**src/rtl/fpuerr_pkg.sv**
```systemverilog
package fpuerr_pkg;
  localparam int unsigned ADDR_W    = 16;
  localparam int unsigned N_CHAN    = 16;
  localparam int unsigned SEL_W     = $clog2(N_CHAN);
  localparam int unsigned SYNC_LEN  = 2;
  localparam logic [ADDR_W-1:0] ACK_PORT = 16'h00F0;
endpackage

```
**src/rtl/fpuerr_sync.sv**
```systemverilog
module fpuerr_sync #(
  parameter int unsigned STAGES = 2
) (
  input  logic clk,
  input  logic rst_n,
  input  logic err_n_async,
  output logic err_act,
  output logic err_rise
);
  logic [STAGES-1:0] chain;
  logic              act_q;

  // the chain resets to the inactive (high) level
  always_ff @(posedge clk or negedge rst_n) begin
    if (!rst_n) chain <= '1;
    else        chain <= {chain[STAGES-2:0], err_n_async};
  end

  assign err_act = ~chain[STAGES-1];

  always_ff @(posedge clk or negedge rst_n) begin
    if (!rst_n) act_q <= 1'b0;
    else        act_q <= err_act;
  end

  assign err_rise = err_act & ~act_q;
endmodule

```
**src/rtl/fpuerr_decode.sv**
```systemverilog
module fpuerr_decode #(
  parameter int unsigned         ADDR_W = 16,
  parameter logic [ADDR_W-1:0]   PORT   = '0
) (
  input  logic              io_wr,
  input  logic [ADDR_W-1:0] io_addr,
  output logic              ack_hit
);
  assign ack_hit = io_wr && (io_addr == PORT);
endmodule

```
**src/rtl/fpuerr_core.sv**
```systemverilog
module fpuerr_core (
  input  logic clk,
  input  logic rst_n,
  input  logic err_act,
  input  logic err_rise,
  input  logic ack_hit,
  output logic req,
  output logic ign_on
);
  // a fresh error edge outranks an acknowledge in the same cycle
  always_ff @(posedge clk or negedge rst_n) begin
    if (!rst_n)        req <= 1'b0;
    else if (err_rise) req <= 1'b1;
    else if (ack_hit)  req <= 1'b0;
  end

  // held from the acknowledge until the synchronized error is seen inactive
  always_ff @(posedge clk or negedge rst_n) begin
    if (!rst_n)        ign_on <= 1'b0;
    else if (ack_hit)  ign_on <= 1'b1;
    else if (!err_act) ign_on <= 1'b0;
  end
endmodule

```
**src/rtl/fpuerr_route.sv**
```systemverilog
module fpuerr_route #(
  parameter int unsigned N_CHAN = 16,
  parameter int unsigned SEL_W  = 4
) (
  input  logic             req,
  input  logic [SEL_W-1:0] sel,
  output logic [N_CHAN-1:0] lines
);
  for (genvar ch = 0; ch < N_CHAN; ch++) begin : g_chan
    assign lines[ch] = req && (sel == SEL_W'(ch));
  end
endmodule

```
**src/rtl/fpu_err_irq.sv**
```systemverilog
module fpu_err_irq
  import fpuerr_pkg::*;
#(
  parameter int unsigned       P_ADDR_W = ADDR_W,
  parameter int unsigned       P_N_CHAN = N_CHAN,
  parameter int unsigned       P_SYNC   = SYNC_LEN,
  parameter logic [P_ADDR_W-1:0] P_PORT = ACK_PORT
) (
  input  logic                        clk,
  input  logic                        rst_n,
  input  logic                        fpu_err_n,
  input  logic                        io_wr,
  input  logic [P_ADDR_W-1:0]         io_addr,
  input  logic [$clog2(P_N_CHAN)-1:0] route_sel,
  output logic                        irq_req,
  output logic [P_N_CHAN-1:0]         irq_lines,
  output logic                        ignne_n
);
  localparam int unsigned L_SEL_W = $clog2(P_N_CHAN);

  logic err_act, err_rise, ack_hit, ign_on;

  fpuerr_sync #(.STAGES(P_SYNC)) u_sync (
    .clk(clk), .rst_n(rst_n), .err_n_async(fpu_err_n),
    .err_act(err_act), .err_rise(err_rise));

  fpuerr_decode #(.ADDR_W(P_ADDR_W), .PORT(P_PORT)) u_dec (
    .io_wr(io_wr), .io_addr(io_addr), .ack_hit(ack_hit));

  fpuerr_core u_core (
    .clk(clk), .rst_n(rst_n), .err_act(err_act), .err_rise(err_rise),
    .ack_hit(ack_hit), .req(irq_req), .ign_on(ign_on));

  fpuerr_route #(.N_CHAN(P_N_CHAN), .SEL_W(L_SEL_W)) u_route (
    .req(irq_req), .sel(route_sel), .lines(irq_lines));

  assign ignne_n = ~ign_on;
endmodule

```
**config.mk**
```make
export PLATFORM = sky130hd
export DESIGN_NAME = fpu_err_irq
export DESIGN_NICKNAME = d
export VERILOG_FILES = /design/src/rtl/fpuerr_pkg.sv /design/src/rtl/fpuerr_sync.sv /design/src/rtl/fpuerr_decode.sv /design/src/rtl/fpuerr_core.sv /design/src/rtl/fpuerr_route.sv /design/src/rtl/fpu_err_irq.sv
export SDC_FILE = /design/constraint.sdc
export NUM_CORES = 1
export LEC_CHECK = 0
export ABC_AREA = 1
export BUFFER_PORTS_ARGS = -buffer_cell sky130_fd_sc_hd__clkbuf_2
export CORE_AREA = 2 2 39 41
export DETAILED_ROUTE_END_ITERATION = 12
export DIE_AREA = 0 0 41 43
export HOLD_SLACK_MARGIN = 0.1
export PLACE_DENSITY = 0.67
export RECOVER_POWER = 100
export SLEW_MARGIN = 15
export SYNTH_ARGS = -nofsm -noshare
export SYNTH_HDL_FRONTEND = slang
export SYNTH_SLANG_ARGS = --single-unit
export TNS_END_PERCENT = 10
```
**constraint.sdc**
```tcl
create_clock -name clk -period 2.14 [get_ports clk]
set_input_delay 0.107 -clock clk [delete_from_list [all_inputs] [get_ports clk]]
set_output_delay 0.107 -clock clk [all_outputs]
set_load 0.01 [all_outputs]
```
; After elaboration in Yosys (flattened, before gate mapping)
; Cells that the tools add are included.
[totals]
register_bits = 5
latch_bits = 0
ram_bits = 0
romBits = 0
in_bits = 24
memories = 0
[classes]
n_addsub = 0
multipliers = 0
div = 0
order_cmp = 0
n_eq_ne = 16
n_shift = 0
n_mux = 4
bitwise_logic = 4
reduce_logical = 20
[op_table]
columns = op, n
row1 = $eq 4x4->1 const B, 8
row2 = $logic_and 1x1->1, 17
row3 = $eq 16x8->1 const B, 1
row4 = $eq 4x3->1 const B, 4
row5 = $eq 4x2->1 const B, 2
row6 = $eq 4x1->1 const B, 1
row7 = $logic_not 4->1, 1
row8 = $mux 1, 4
row9 = $reduce_bool 2->1, 2
row10 = $not 1->1, 3
row11 = $and 1x1->1, 1

; Depth between registers and ports, before layout
[depth]
depth_word = 4
mapped_depth = 7

; Cells and area by module
; Synthesis repeated with hierarchy kept, for this count alone.
[hier_totals]
hier_cells = 60
area_unflattened_um2 = 346.6
[by_module_without_submodules]
columns = module, instances, cells_each, area_each_um2, seq_area_each_um2
row1 = fpuerr_route, 1, 32, 126.4, 0.0
row2 = fpuerr_sync, 1, 5, 85.1, 77.6
row3 = fpuerr_core, 1, 8, 72.6, 50.0
row4 = fpuerr_decode, 1, 14, 58.8, 0.0
row5 = fpu_err_irq, 1, 1, 3.8, 0.0

; Least setup slack after synthesis
; No wires, ideal clock.
[synth_timing]
path_type = register to output
start = register u_core.req
end = output port irq_lines[0]
arrival_ns = 0.884
t_required_ns = 2.033
path_slack_ns = 1.149
path_stages_with_launch = 3
n_path_buf = 0
path_cell_list = dfrtp_1 > nand3_1 > nor3_1
[synth_between]
elab_chain_len = 1
[synth_lines]
columns = element, line
row1 = from (decl), fpuerr_core.sv:7  ; output logic req,
row2 = from (signal assigned), fpuerr_core.sv:12  ; if (!rst_n) req <= 1'b0;
row3 = from (signal assigned), fpuerr_core.sv:13  ; else if (err_rise) req <= 1'b1;
row4 = from (signal assigned), fpuerr_core.sv:14  ; else if (ack_hit) req <= 1'b0;
row5 = $logic_and 1x1->1, fpuerr_route.sv:10  ; assign lines[ch] = req && (sel == SEL_W'(ch));
row6 = to (decl), fpu_err_irq.sv:16  ; output logic [P_N_CHAN-1:0] irq_lines,
; Every way passes these cells.

; Worst setup path after layout
; Same ends and word-level chain as after synthesis.

==> summary.txt <==
Run status
  • Outcome: finished, final reports clean

Drt
  • DRT Pass-1 Iters: 4
  • Routed length per instance: 8.16 microns
  • WL final: 987 microns
  • Vias: 502
  • Drt via density: 4.15
  • Drt drc: 0
  • Post-route ant nets: 0
  • Drt initial violations: 6

Synth
  • Cell with the most instances after synthesis: nor2_1
  • Synth warn: 0
  • Syn nets: 83
  • Mapped Cells: 59
  • Yosys top cell area share: 23.6%
  • Async SR Flop Fraction: 100%
  • Post-synth top cells: 22 x nor2_1, 12 x nand2_1, 8 x inv_1
  • Area leader, netlist: nor2_1
  • Number of synthesized flops with an enable pin: 0
  • Post-synth cell types: 12
  • Avg Cell Area, Syn: 5.94 sq um
  • Post-synth top flop: dfrtp_1
  • Sequential-to-total area share from yosys stat: 36.4%
  • Synth Register Bits: 5
  • Syn Std Cell Area: 350 sq um
  • Synth area leaders: nor2_1 24%, dfrtp_1 21%, dfstp_2 15%

Worst hold path
  • Hold Crit Class: in -> reg

Power
  • Switching Share: 25.6%
  • Comb pwr share: 22.4%
  • Clock share of power: 39.9%
  • Total power draw: 0.265 mW
  • Switching power: 0.0679 mW
  • Pleak: 0.307 nW
  • Power Dens Cells: 447 nW/um^2
  • Reg power frac: 37.7%
  • VDD IR max: 0.235 mV
  • Int Pwr: 0.197 mW

Clock network
  • Clk root buf: clkbuf_4
  • CTS tree: done
  • Clk Latency, worst-skew pair: 0.24 ns
  • Number of gates resized after cts: 0
  • Postcts setup bufs: 0
  • CTS max path bufs: 2
  • Cts bufs inserted: 3
  • H-Tree Depth: 1
  • CTS sink count: 5
  • Post-CTS Hold Fix Bufs: 2
  • Clk slew on worst S/H paths: 0.04 ns

Worst setup path
  • CP max FO: 7
  • Data arrival, critical path: 1.17 ns
  • CP Data Required Time: 2.03 ns
  • Flop-to-flop setup slack: 1.36 ns
  • Critical Path, Cell by Cell: nand3_1, nor3_1, clkbuf_1
  • Worst setup endpoint: irq_lines[0]
  • CP Class: reg -> out
  • R2R depth: 2
  • Reg2reg end: u_core.req
  • CP Capture Type: output pin
  • Peak per-stage delay on the critical path: 0.44 ns
  • Critical path's slowest cell: dfrtp_1
  • CP startpoint kind: flop
  • Worst Setup SP: u_core.req
  • R2R Path Start: u_sync.chain[1]

STA
  • Unrepaired setup endpoints after global routing: false
  • Slew @ Worst Pin: 0.250 ns
  • Final min period: 1.28 ns
  • TNS Setup: 0 ns
  • Fmax: 782 MHz
  • Fin. Hold Viols: 0
  • Max_slew headroom: 83.3%
  • WHS: 0.195 ns
  • Clock Skews: 0.00204 ns
  • Final setup fails: 0
  • Final Max Slew Viols: 0
  • Period utilization: 59.8%
  • PnR worst setup slack: 0.861 ns

Global routing
  • Met3 usage: 3.66%
  • Total GRT Usage: 12.8%
  • GRT overflow: 0
  • First-pass GRT wire length: 1550 microns
  • M2 GR Usage: 22.2%
  • Antenna violations before repair: 0
  • M1 GR Usage: 11.6%
  • Largest net degree at the start of global routing: 9
  • Most Crowded Layer GR: met2
  • Vias in the first global route: 465

Floorplan
  • I/O pin count: 42
  • Total core area: 1380 sq um
  • Chip Width: 41 microns
  • FP Rows: 14
  • Starting Density: 25.3%
  • Die Y-Extent: 43 microns
  • Die area: 1760 sq um

Layout
  • Core Util, Final: 42.9%
  • Fin nets: 130
  • Layout area overhead: 69.3%
  • Fin area: 593 sq um
  • Ant diodes: 0
  • Share of cells above drive strength 1: 25.7%
  • Fin cells: 121

Place
  • IO buf count: 41
  • Place WS: 1.13 ns
  • DP HPWL: 862 microns
  • Final Wtd Congestion: 0.604
  • Post-Place Cells: 115
  • Placed cell area: 571 sq um

Job
  • Max Cap Viol: 0
## area by class of cell
cell class / count / area [sq um]
Fill cell: 169 / 791
Timing Repair Buffer: 43 / 201
Multi-Input combinational cell: 45 / 188
Sequential cell: 5 / 128
Inverter: 8 / 30.0
Clock buffer: 4 / 26.3
Tap cell: 16 / 20.0
## flip-flops by register name, indices dropped and copies added, names as in the netlist
register,cells
u_sync.chain,2
u_core.ign_on,1
u_core.req,1
u_sync.act_q,1
## per-layer routing
| metal | vias to the layer above | share of wire (%) | routed length (microns) |
|---|---|---|---|
| met5 | - | 0 | 0 |
| met2 | 15 | 52 | 516 |
| li1 | 269 | - | - |
| met4 | 0 | 0.81 | 8 |
| met3 | 2 | 6.4 | 63 |
| met1 | 216 | 41 | 400 |
## kinds of logic after synthesis
family | count (synthesis) | share of synthesized area, %
flip-flops | 5 | 36.4
AND/OR/NAND/NOR | 44 | 52.1
AO/OA/AOI/OAI | 1 | 1.43
buffers and inverters | 9 | 10.0
## layout by cell type (no fill, tap or decap), drive strengths merged
cell and instances:
dfrtp 3, nand2 12, clkbuf 45, dfstp 2, dlygate4sd3 2, nand3 4, nor3 3, nand3b 1
nor2 22, or2 2, inv 8, o21ai 1
## power by group through the flow
stage               Sequential (mW)  Clock (mW)  Combinational, mW
finish                       0.0999       0.106             0.0594
global route                  0.100       0.119             0.0673
CTS                           0.100       0.111             0.0624
detailed placement            0.102           0             0.0594
floorplan                     0.101           0             0.0270
global placement              0.102           0             0.0585
## critical path, delay by kind of cell (launching register included)
family	cells	cell delay, ns
AND/OR/NAND/NOR	2	0.32
buffers and inverters	1	0.17
flip-flops	1	0.44
## worst min path at each step
| stage | startpoint | end | cells past startpoint |
|---|---|---|---|
| floorplan | rst_n | u_core.ign_on | 0 |
| detailed placement | rst_n | u_core.req | 1 |
| global route | io_addr[3] | u_core.ign_on | 4 |
| finish | io_addr[3] | u_core.ign_on | 4 |
| global placement | rst_n | u_core.ign_on | 1 |
| CTS | rst_n | u_core.req | 2 |
Note: power is estimated with default switching activity, not from simulation.
